<file path="config.mk">
export PLATFORM = sky130hd
export DESIGN_NAME = atten_ctrl_core
export DESIGN_NICKNAME = d
export VERILOG_FILES = /design/src/rtl/atten_pkg.sv /design/src/rtl/atten_pwrup_timer.sv /design/src/rtl/atten_preset_sel.sv /design/src/rtl/atten_state_reg.sv /design/src/rtl/atten_ctrl_core.sv
export SDC_FILE = /design/constraint.sdc
export NUM_CORES = 1
export LEC_CHECK = 0
export BUFFER_PORTS_ARGS = -buffer_cell sky130_fd_sc_hd__buf_2
export CAP_MARGIN = 20
export CORE_ASPECT_RATIO = 1.75
export CORE_MARGIN = 4
export CORE_UTILIZATION = 62
export DETAILED_ROUTE_END_ITERATION = 7
export HOLD_SLACK_MARGIN = 0.06
export PLACE_DENSITY = 0.92
export SYNTH_ARGS = -nofsm -noshare
export SYNTH_HDL_FRONTEND = slang
export SYNTH_SLANG_ARGS = --single-unit
</file>
<file path="constraint.sdc">
create_clock -name clk -period 2.5 [get_ports clk]
set_input_delay 0 -clock clk [delete_from_list [all_inputs] [get_ports clk]]
set_output_delay 0 -clock clk [all_outputs]
set_load 0.05 [all_outputs]
</file>
<file path="src/rtl/atten_pkg.sv">
package atten_pkg;

    localparam int CODE_W = 6;
    localparam int SEL_W  = 2;

    typedef logic [CODE_W-1:0] att_code_t;

    // all bits low inserts every stage
    localparam att_code_t CODE_FULL  = '0;
    localparam att_code_t CODE_CLEAR = '1;

    typedef enum logic [SEL_W-1:0] {
        PRE_MAX  = 2'b00,
        PRE_24DB = 2'b01,
        PRE_16DB = 2'b10,
        PRE_NONE = 2'b11
    } preset_e;

    // attenuation in half-dB units for each preset entry
    function automatic int unsigned preset_halfdb(preset_e sel);
        case (sel)
            PRE_MAX:  return 63;
            PRE_24DB: return 48;
            PRE_16DB: return 32;
            default:  return 0;
        endcase
    endfunction

    // active-low code: a low bit i adds 2^i half-dB
    function automatic att_code_t halfdb_to_code(int unsigned halfdb);
        att_code_t raw;
        raw = att_code_t'(halfdb);
        return ~raw;
    endfunction

    function automatic att_code_t preset_code(preset_e sel);
        return halfdb_to_code(preset_halfdb(sel));
    endfunction

endpackage

</file>
<file path="src/rtl/atten_pwrup_timer.sv">
module atten_pwrup_timer #(
    parameter int unsigned PWRUP_CYCLES = 40_000_000
) (
    input  logic clk,
    input  logic rst,
    output logic load_now,
    output logic ready
);
    localparam int unsigned CNT_W = (PWRUP_CYCLES > 1) ? $clog2(PWRUP_CYCLES) : 1;
    localparam logic [CNT_W-1:0] LAST = CNT_W'(PWRUP_CYCLES - 1);

    logic [CNT_W-1:0] cnt_q;
    logic             done_q;

    assign load_now = !done_q && (cnt_q == LAST);
    assign ready    = done_q;

    always_ff @(posedge clk) begin
        if (rst) begin
            cnt_q  <= '0;
            done_q <= 1'b0;
        end else if (!done_q) begin
            if (cnt_q == LAST) begin
                done_q <= 1'b1;
            end else begin
                cnt_q <= cnt_q + 1'b1;
            end
        end
    end

    assert_ready_sticky_R2: assert property (@(posedge clk) disable iff (rst)
        $past(done_q) |-> done_q);

    assert_load_on_last_count_R2: assert property (@(posedge clk) disable iff (rst)
        $rose(done_q) |-> $past(cnt_q) == LAST);

    assert_load_sets_ready_R2: assert property (@(posedge clk) disable iff (rst)
        load_now |=> done_q);

endmodule

</file>
<file path="src/rtl/atten_preset_sel.sv">
module atten_preset_sel
    import atten_pkg::*;
(
    input  logic [SEL_W-1:0] pup_sel,
    output att_code_t        preset
);
    always_comb begin
        preset = preset_code(preset_e'(pup_sel));
    end
endmodule

</file>
<file path="src/rtl/atten_state_reg.sv">
module atten_state_reg
    import atten_pkg::*;
(
    input  logic      clk,
    input  logic      rst,
    input  logic      load_now,
    input  logic      ready,
    input  logic      latch_en,
    input  att_code_t ctl_n,
    input  att_code_t preset,
    output att_code_t state
);
    att_code_t state_q;

    always_ff @(posedge clk) begin
        if (rst) begin
            state_q <= CODE_FULL;
        end else if (load_now) begin
            state_q <= latch_en ? ctl_n : preset;
        end else if (ready && latch_en) begin
            state_q <= ctl_n;
        end
    end

    assign state = state_q;

    assert_full_until_ready_R1: assert property (@(posedge clk) disable iff (rst)
        !ready |-> state_q == CODE_FULL);

    assert_hold_when_closed_R6: assert property (@(posedge clk) disable iff (rst)
        ($past(ready) && !$past(latch_en)) |-> $stable(state_q));

    assert_follow_when_open_R5: assert property (@(posedge clk) disable iff (rst)
        ($past(ready) && $past(latch_en)) |-> state_q == $past(ctl_n));

    assert_load_from_lines_R3: assert property (@(posedge clk) disable iff (rst)
        ($past(load_now) && $past(latch_en)) |-> state_q == $past(ctl_n));

    assert_load_from_preset_R4: assert property (@(posedge clk) disable iff (rst)
        ($past(load_now) && !$past(latch_en)) |-> state_q == $past(preset));

endmodule

</file>
<file path="src/rtl/atten_ctrl_core.sv">
module atten_ctrl_core
    import atten_pkg::*;
#(
    parameter int unsigned PWRUP_CYCLES = 40_000_000
) (
    input  logic              clk,
    input  logic              rst,
    input  logic [CODE_W-1:0] ctl_n,
    input  logic              latch_en,
    input  logic [SEL_W-1:0]  pup_sel,
    output logic [CODE_W-1:0] att_code,
    output logic              ready
);
    logic      load_now;
    att_code_t preset;
    att_code_t state;

    atten_pwrup_timer #(
        .PWRUP_CYCLES(PWRUP_CYCLES)
    ) u_timer (
        .clk      (clk),
        .rst      (rst),
        .load_now (load_now),
        .ready    (ready)
    );

    atten_preset_sel u_preset (
        .pup_sel (pup_sel),
        .preset  (preset)
    );

    atten_state_reg u_state (
        .clk      (clk),
        .rst      (rst),
        .load_now (load_now),
        .ready    (ready),
        .latch_en (latch_en),
        .ctl_n    (ctl_n),
        .preset   (preset),
        .state    (state)
    );

    assign att_code = state;

    assert_reset_clears_R9: assert property (@(posedge clk)
        $past(rst) |-> (att_code == CODE_FULL && !ready));

endmodule

</file>
==> impl_metrics.csv, run 1 <==
group,metric,value,unit
status,status,"completed",
clock_network,cts.sinks,33,
sta,maxSlewViolCount,0,
floorplanning,die_h,77.4,um
placement,gp_congestion,0.850,
global_routing,antenna_found_initial,0,
cells_and_area,multi_input_area,952,sq um
sta,setup_slack,0.475,ns
clock_network,ctsHoldBuffers,0,
synth,postSynth.asyncResetShare,0,%
worst_setup_path,path_buf_inv,0,
cells_and_area,regArea,661,sq um
global_routing,met2_usage,39.4,%
global_routing,grt_first_pass_wirelength,6610,um
power,p_leak,0.671,nW
synth,ys_ff_latch,33,
clock_network,clk_pin_slew,0.07,ns
power,worst_ir_drop_vdd,0.426,mV
global_routing,grt_max_degree,40,
worst_setup_path,crit_arrival,2.20,ns
hold_path,hold_path.class,"in2reg",
sta,fin_setup_tns,0,ns
synth,syn_area_per_cell,8.54,sq um
floorplanning,num_rows,24,
sta,maxClockFrequency,0.494,GHz
clock_network,cts_setup_buffers,0,
power,power_frac_clock,47.3,%
clock_network,cts_tree,"built",
placement,post-dp-hpwl,2750,um
sta,holdWs,0.0817,ns
synth,ys_types,40,
power,pwr-share-seq,49.1,%
synth,synth_seq_area_share,38.7,%
power,switchingPower,220,uW
power,p_int,870,uW
floorplanning,core,2550,sq um
worst_setup_path,cp_cell_sequence,"ha_1 > nand4_1 > nand4b_4 > o21bai_4 > nor2_1 > mux2_1",
global_routing,track_usage,23.8,%
placement,io_buffers,17,
synth,yosysWarnings,0,
sta,finalHoldViolCount,0,
clock_network,cts_resized,0,
route,detail-route-antenna-nets,0,
global_routing,use_met3,6.71,%
synth,synth_top_area_share,38.7,%
route,dr.pass1.iters,4,
global_routing,grt_busiest_layer,"met2",
floorplanning,die_w,47.7,um
clock_network,cts_buffers,5,
power,power,1.09,mW
route,wl_per_cell,15.7,um
route,routed_wl,3770,um
worst_setup_path,reg2reg_slack,0.48,ns
floorplanning,ios,18,
global_routing,gr-total-overflow,0,
worst_setup_path,cp-end-kind,"register",
cells_and_area,layout.nets,225,
route,drtIter0Drc,69,
worst_setup_path,critical_path_class,"reg2reg",
synth,syn_inst,200,
worst_setup_path,slowest_delay,0.46,ns
global_routing,grt_pass1_vias,1536,
clock_network,htree_levels,2,
synth,synth_edf_count,0,
power,p_comb_share,3.6,%
clock_network,cts_buffer_depth,2,
worst_setup_path,startpoint_type,"register",
sta,rsz0062_at_grt,"false",
synth,synth_nets,212,
clock_network,clk_latency,0.29,ns
cells_and_area,fillers,177,
synth,synth_top_area_cell,"dfxtp_1",
cells_and_area,final_layout_size_suffix_gt1_share,14.5,%
cells_and_area,area_delta_synth_final,10.5,%
sta,setup_viol,0,
job,maxCapViolCount,0,
synth,synth_top_flop_cell,"dfxtp_1",
route,drc,0,
floorplanning,die_area,3690,sq um
sta,slew_headroom,57.7,%
floorplanning,start_util,66.9,%
sta,period_needed,2.02,ns
synth,synthTopCellsByCount,"dfxtp_1, nor2_1, nand2_1",
sta,tightestPinTransition,0.634,ns
cells_and_area,antenna_cells,0,
worst_setup_path,worstPathRequired,2.67,ns
worst_setup_path,worstPathMaxFanout,23,
power,powerDensity,577,nW/um^2
worst_setup_path,cp_top_family,"simple AND/OR/NAND/NOR gates",
route,drt-vias-per-instance,6.40,
worst_setup_path,crit_slowest_cell,"o21bai_4",
synth,synth.cell_area,1710,sq um
route,vias,1535,
placement,place_ws,0.490,ns
synth,yosysMostFrequentCell,"dfxtp_1",
synth,synthTopCellsByArea,"dfxtp_1, xnor2_1, nor2_1",
sta,final.period_utilization,81.0,%
global_routing,grtUsageMet1,26.7,%
clock_network,root_buffer,"clkbuf_8",
sta,fin_skew,0.00531,ns
power,switching_share,20.2,%
[per-stage QoR]
stage,instance area [sq um],util [%],std cells
after global placement,1770,69.4,232
final,1890,74.0,240
after detailed placement,1770,69.4,232
after global routing,1890,74.0,240
after CTS,1890,74.0,240
after floorplan,1710,-,200
[power by group through the flow]
| stage | Combinational (mW) | Clock, mW | Sequential (mW) |
|---|---|---|---|
| 6_report | 0.0394 | 0.515 | 0.535 |
| 5_1_grt | 0.0456 | 0.549 | 0.535 |
| 4_1_cts | 0.0396 | 0.524 | 0.535 |
| 3_5_place_dp | 0.0395 | 0 | 0.547 |
| 3_3_place_gp | 0.0360 | 0 | 0.546 |
| 2_1_floorplan | 0.0259 | 0 | 0.546 |
[routing by layer]
| layer | share of wire, % | vias to the layer above | routed length (um) |
|---|---|---|---|
| li1 | - | 744 | - |
| met1 | 37 | 728 | 1410 |
| met2 | 55 | 53 | 2060 |
| met3 | 5.1 | 10 | 193 |
| met4 | 2.8 | 0 | 104 |
| met5 | 0 | - | 0 |
[path summary, 6_finish.rpt]
path,cells past startpoint,end,from
worst max-delay path,6,u_timer.cnt_q[2]$_SDFFE_PP0P_,u_timer.cnt_q[0]$_SDFFE_PP0P_
worst min-delay path,3,u_state.state[1]$_SDFFE_PP0P_,ctl_n[1]
worst max register to register,6,u_timer.cnt_q[2]$_SDFFE_PP0P_,u_timer.cnt_q[0]$_SDFFE_PP0P_
worst min register to register,2,u_state.state[3]$_SDFFE_PP0P_,u_state.state[3]$_SDFFE_PP0P_
[logic make-up (layout without fill, tap and decap cells)]
group                    after synthesis  count (layout)  synth area share (%)
AO/OA/AOI/OAI                         37              37                  14.8
buffers and inverters                 21              35                  5.57
flip-flops                            33              33                  38.7
XOR/XNOR                              12              12                  6.15
AND/OR/NAND/NOR                       93              93                  32.2
adder cells (fa/ha/maj)                1               1                 0.732
multiplexers                           3               3                  1.90
[worst reg2reg max path, delay by kind of cell (launching register included)]
kind            cells  cell delay (ns)
mux                 1             0.32
compound gates      1             0.47
simple gates        3             0.52
flops               1             0.39
fa+ha+maj           1             0.22
[layout make-up]
| class | count | share of cell area (%) |
|---|---|---|
| multi-input combinational | 146 | 50.4 |
| sequential | 33 | 35.0 |
| timing repair buffer | 18 | 4.90 |
| clock buffer | 7 | 4.57 |
| inverter | 9 | 1.79 |
| tap | 26 | 1.72 |
| clock inverter | 1 | 1.59 |
[cells in the final DEF (no fill, tap or decap), types with 4 or more instances in the layout]
cell	instances
o31ai_1	6
nor3_1	10
o32ai_1	5
o21ai_0	6
and3_1	4
nor2_1	21
clkbuf_8	6
nand3_1	7
nand4_1	5
nor2b_1	6
buf_2	17
xnor2_1	10
or4_1	9
nand2_1	15
dfxtp_1	33
inv_1	9
a21oi_1	14
[sequential cells by signal, indices dropped and copies added, names as in the netlist]
signal         cells
u_state.state      6
u_timer.ready      1
u_timer.cnt_q     26
No activity file was read; power rests on OpenSTA's default activity.
==> inputs of run 2 (changes only) <==
Settings changed: ABC_AREA set to 1, CORE_UTILIZATION 62 to 53, PLACE_DENSITY 0.92 to 0.84.
Clock period 2.5 ns to 1.71 ns, I/O delays scaled along.
==> impl_metrics.csv, run 2 <==
group,metric,value,unit
placement,io_buffers,17,
worst_setup_path,reg2reg_slack,0.1,ns
placement,post-dp-hpwl,4030,um
cells_and_area,final_layout_size_suffix_gt1_share,20.6,%
sta,tightestPinTransition,0.369,ns
synth,synth_compound_area_share,9.72,%
clock_network,cts.sinks,33,
clock_network,htree_levels,2,
placement,dpl_cell_area,2290,sq um
worst_setup_path,rr_worst_depth,10,
sta,period_needed,1.61,ns
placement,place_ws,0.0243,ns
power,power,1.44,mW
global_routing,grt_pass1_vias,2175,
job,maxCapViolCount,0,
cells_and_area,area_delta_synth_final,17.7,%
route,detail-route-antenna-nets,0,
placement,gp_congestion,0.929,
route,drtIter0Drc,112,
sta,holdWs,0.0706,ns
route,vias,2187,
worst_setup_path,cp-end-kind,"register",
cells_and_area,postLayoutCellArea,2470,sq um
clock_network,clk_latency,0.28,ns
global_routing,grt_max_degree,29,
cells_and_area,regMostFlops,"u_timer.cnt_q",
route,drt-vias-per-instance,5.31,
global_routing,track_usage,22.7,%
clock_network,cts_buffers,5,
synth,synthXorXnorAreaFrac,5.84,%
synth,synth_top_area_cell,"dfxtp_1",
synth,synthTopCellsByCount,"nand2_1, nor2_1, dfxtp_1",
worst_setup_path,worstPathRequired,1.88,ns
sta,setup_viol,0,
hold_path,whs_endpoint,"u_state.state[0]$_SDFFE_PP0P_",
worst_setup_path,startpoint_type,"register",
hold_path,hold_path.class,"in2reg",
power,p_leak,0.976,nW
synth,ys_types,25,
route,dr.pass1.iters,5,
hold_path,min_from,"ctl_n[0]",
floorplanning,ios,18,
floorplanning,core,3870,sq um
cells_and_area,layout_common_cells,"nand2_1, nor2_1, dfxtp_1",
synth,yosysMostFrequentCell,"nand2_1",
sta,final.period_utilization,94.3,%
sta,slew_headroom,75.4,%
worst_setup_path,crit_arrival,1.78,ns
synth,yosysWarnings,0,
synth,synth_top_area_share,31.5,%
floorplanning,die_area,5070,sq um
cells_and_area,final_common_cell,"nand2_1",
floorplanning,die_h,91.2,um
synth,ys_ff_latch,33,
synth,synth_edf_count,0,
synth,synthSimpleGateAreaFrac,45.4,%
placement,dp_cells,399,
worst_setup_path,slowest_delay,0.47,ns
clock_network,clk_pin_slew,0.06,ns
synth,syn_area_per_cell,6.34,sq um
power,worst_ir_drop_vdd,0.464,mV
sta,finalHoldViolCount,0,
sta,rsz0062_at_grt,"true",
synth,synth_top_flop_cell,"dfxtp_1",
cells_and_area,layout.nets,376,
global_routing,gr-total-overflow,0,
synth,synth_seq_area_share,31.5,%
clock_network,root_buffer,"clkbuf_8",
clock_network,cts_buffer_depth,2,
route,drc,0,
synth,syn_inst,331,
status,status,"completed",
route,routed_wl,5400,um
power,powerDensity,584,nW/um^2
sta,maxSlewViolCount,0,
floorplanning,num_rows,30,
synth,synthMuxAreaShare,0,%
synth,synth_top_family_by_area,"simple AND/OR/NAND/NOR gates",
global_routing,grt_first_pass_wirelength,9280,um
sta,maxClockFrequency,0.620,GHz
hold_path,holdPathStages,5,
worst_setup_path,reg2reg_to,"u_timer.cnt_q[1]$_SDFFE_PP0P_",
sta,fin_setup_tns,0,ns
clock_network,cts_tree,"built",
synth,synthTopCellsByArea,"dfxtp_1, nand2_1, nor2_1",
sta,setup_slack,0.0980,ns
cells_and_area,antenna_cells,0,
cells_and_area,fin_cells,412,
worst_setup_path,cp_cell_sequence,"nand3_4 > inv_4 > nand2_4 > nor2_4 > nand2_2 > nand2_4 > inv_2 > buf_12 > nor2_1 > nor2_1",
synth,synth_nets,343,
cells_and_area,fin_util,63.9,%
worst_setup_path,worstPathMaxFanout,20,
global_routing,antenna_found_initial,0,
sta,fin_skew,0.00217,ns
floorplanning,die_w,55.6,um
synth,synth.cell_area,2100,sq um
synth,postSynth.asyncResetShare,0,%
synth,synthAdderAreaFrac,0.596,%
worst_setup_path,r2r_start,"u_timer.cnt_q[2]$_SDFFE_PP0P_",
worst_setup_path,crit_slowest_cell,"dfxtp_1",
floorplanning,start_util,54.3,%
worst_setup_path,critical_path_class,"reg2reg",
cells_and_area,largest_reg_flops,26,
route,wl_per_cell,13.1,um
[run 2: changes by cell type after synthesis, sizes merged, moves of 5 or more]
cell,change
nor2b,-6
nand3b,+8
nor3,-10
inv,+12
nor2,+28
nand2,+130
or4,-9
a21oi,+11
o31ai,-6
xor2,+6
o32ai,-5
nand3,+10
[run 2: logic make-up (layout without fill, tap and decap cells)]
group                      count (synthesis)  after routing
adders and majority gates                  1              1
xor gates and xnor gates                  14             14
DFF                                       33             33
buffers and inverters                     30             63
and+or+nand+nor                          220            220
AOI/OAI and AO/OA                         33             33
[run 2: worst max path at each step]
stage                                     endpoint                          start  cells after the start
floorplan            u_timer.cnt_q[9]$_SDFFE_PP0P_  u_timer.cnt_q[0]$_SDFFE_PP0P_                     11
global route        u_timer.cnt_q[15]$_SDFFE_PP0P_  u_timer.cnt_q[2]$_SDFFE_PP0P_                      7
finish               u_timer.cnt_q[1]$_SDFFE_PP0P_  u_timer.cnt_q[2]$_SDFFE_PP0P_                     10
detailed placement   u_timer.cnt_q[1]$_SDFFE_PP0P_  u_timer.cnt_q[1]$_SDFFE_PP0P_                     11
CTS                  u_timer.cnt_q[1]$_SDFFE_PP0P_  u_timer.cnt_q[1]$_SDFFE_PP0P_                     11
global placement    u_timer.cnt_q[17]$_SDFFE_PP0P_  u_timer.cnt_q[1]$_SDFFE_PP0P_                     11
[run 2: cell type report]
class / instances / area (sq um)
fillers: 331 / 1400
multi-input cells: 268 / 1320
flip-flops and latches: 33 / 669
repair buffers: 35 / 255
clock buffers: 7 / 86.3
inverters: 21 / 81.3
well taps: 48 / 60.1
[run 2: layer usage]
layer / wire length [um] / track usage, % / vias up
li1: - / - / 1097
met1: 1850 / 21.8 / 990
met2: 3070 / 43.9 / 77
met3: 269 / 4.41 / 23
met4: 216 / 12.0 / 0
met5: 0 / 0 / -
[run 2: report_power, final]
| group | switching [mW] | internal (mW) |
|---|---|---|
| registers | 0.00957 | 0.776 |
| logic | 0.0394 | 0.0305 |
| clock network | 0.267 | 0.319 |
[run 2: timing repair]
action                                  in CTS  in global routing
endpoints found under the hold margin        4                  0
endpoints found under the setup margin       1                 27
setup buffers                                0                  2
hold buffers                                 4                  0
gates resized for setup                      2                 10
[run 2: critical path, delay by kind of cell, from the launching register on]
kind	cells	cell delay, ns
buf+inv	3	0.36
simple gates	7	0.65
flops	1	0.47
==> inputs of run 3 (changes only) <==
Settings changed: SETUP_SLACK_MARGIN set to 0.4.
==> impl_metrics.csv, run 3 (synthesized netlist as in run 2, its figures left out) <==
group,metric,value,unit
cells_and_area,fin_util,78.7,%
sta,fin_skew,0.00901,ns
worst_setup_path,cp-end-kind,"register",
route,drtIter0Drc,233,
worst_setup_path,startpoint,"u_timer.cnt_q[9]$_SDFFE_PP0P_",
sta,setup_slack,-0.0138,ns
cells_and_area,area_delta_synth_final,45.0,%
sta,finalHoldViolCount,0,
clock_network,clk_latency,0.32,ns
sta,setup_viol,4,
global_routing,grt_first_pass_wirelength,12500,um
sta,tightestPinTransition,0.340,ns
clock_network,root_buffer,"clkbuf_8",
global_routing,grt_max_degree,16,
placement,post-dp-hpwl,4170,um
power,worst_ir_drop_vdd,0.986,mV
route,vias,2860,
cells_and_area,layout_common_cells,"nand2_1, buf_4, nor2_1",
route,routed_wl,9960,um
global_routing,grt_pass1_vias,2667,
floorplanning,ios,18,
status,violations,"setup timing",
hold_path,min_from,"rst",
sta,maxClockFrequency,0.580,GHz
floorplanning,die_area,5070,sq um
worst_setup_path,crit_arrival,1.94,ns
status,status,"finished, violations left",
sta,maxSlewViolCount,0,
power,powerDensity,499,nW/um^2
cells_and_area,regMostFlops,"u_timer.cnt_q",
route,dr.pass1.iters,6,
sta,final.period_utilization,101,%
global_routing,track_usage,32.1,%
clock_network,cts.sinks,33,
hold_path,hold_path.class,"in2reg",
clock_network,htree_levels,2,
route,wl_met1,2960,um
worst_setup_path,worstPathMaxFanout,6,
floorplanning,start_util,54.3,%
clock_network,cts_tree,"built",
cells_and_area,fillers,209,
cells_and_area,antenna_cells,0,
route,drt-vias-per-instance,6.41,
worst_setup_path,r2r_start,"u_timer.cnt_q[9]$_SDFFE_PP0P_",
clock_network,cts_buffer_depth,2,
route,detail-route-antenna-nets,0,
hold_path,holdPathStages,2,
floorplanning,die_w,55.6,um
clock_network,cts_buffers,5,
route,drc,0,
floorplanning,die_h,91.2,um
cells_and_area,final_layout_size_suffix_gt1_share,43.2,%
route,wl_met3,1130,um
worst_setup_path,startpoint_type,"register",
worst_setup_path,worstPathRequired,1.93,ns
cells_and_area,layout.nets,409,
worst_setup_path,critical_path_class,"reg2reg",
sta,period_needed,1.72,ns
cells_and_area,final_common_cell,"nand2_1",
worst_setup_path,rr_worst_depth,10,
placement,io_buffers,17,
sta,slew_headroom,77.4,%
sta,fin_setup_tns,-0.0360,ns
cells_and_area,largest_reg_flops,26,
job,maxCapViolCount,0,
power,power,1.52,mW
global_routing,gr-total-overflow,0,
route,wl_met2,4530,um
global_routing,antenna_found_initial,0,
power,p_leak,1.24,nW
placement,gp_congestion,0.989,
floorplanning,core,3870,sq um
floorplanning,num_rows,30,
route,highest_layer,"met4",
sta,rsz0062_at_grt,"true",
clock_network,clk_pin_slew,0.08,ns
route,wl_per_cell,22.3,um
run 3: power breakdown:
group          internal [mW]  leakage [nW]  switching, mW
registers              0.768         0.277        0.00986
clock network          0.283        0.0450          0.347
logic                 0.0479         0.915         0.0630
total                   1.10          1.24          0.420
run 3: path summary, 6_finish.rpt:
| check | endpoint | slack, ns |
|---|---|---|
| max | u_state.state[5]$_SDFFE_PP0P_ | -0.01 |
| min | u_timer.cnt_q[19]$_SDFFE_PP0P_ | 0.04 |
| max reg2reg | u_state.state[5]$_SDFFE_PP0P_ | -0.01 |
| min reg2reg | u_state.state[0]$_SDFFE_PP0P_ | 0.50 |
run 3: per-layer routing:
layer	global-route usage [%]	vias to the layer above
met2	55.1	307
li1	-	1164
met1	29.5	1258
met3	5.55	131
met5	0	-
met4	34.9	0
run 3: worst max-delay path, stage by stage (launching register included):
cell	delay, ns
dfxtp_2	0.37
nor2_1	0.16
nand3b_1	0.19
nor2_4	0.19
nand2_2	0.09
nand2_4	0.09
buf_6	0.13
buf_8	0.13
o21ai_2	0.08
nand3_1	0.11
nand2_1	0.07
run 3: per-stage QoR:
| step | setup slack (ns) | cell area [sq um] | hold slack (ns) | std cells |
|---|---|---|---|---|
| after global routing | -0.0746 | 3040 | 0.0492 | 446 |
| after detailed placement | 0.0568 | 2330 | 0.230 | 403 |
| after global placement | 0.0947 | 2330 | 0.226 | 403 |
| final | -0.0138 | 3040 | 0.0382 | 446 |
| after CTS | 0.185 | 2840 | 0.0374 | 437 |
| after floorplan | 0.244 | 2140 | 0.134 | 331 |
run 3: timing repair:
| item | in CTS | in global routing |
|---|---|---|
| buffers inserted | 16 | 8 |
| endpoints found under the setup margin | 33 | 33 |
| hold buffers | 7 | 0 |
| resized for setup | 61 | 42 |
| pin swaps | 13 | 17 |
| cloned | 3 | 1 |
| endpoints found under the hold margin | 7 | 0 |
run 3: area by class of cell:
class / count / area, sq um / area share [%]
clock inverter: 2 / 10.0 / 0.329
timing repair buffer: 66 / 557 / 18.3
inverter: 21 / 100 / 3.29
timing repair inverter: 2 / 27.5 / 0.905
clock buffer: 6 / 72.6 / 2.39
multi-input combinational: 268 / 1520 / 49.9
sequential: 33 / 698 / 23.0
tap: 48 / 60.1 / 1.97
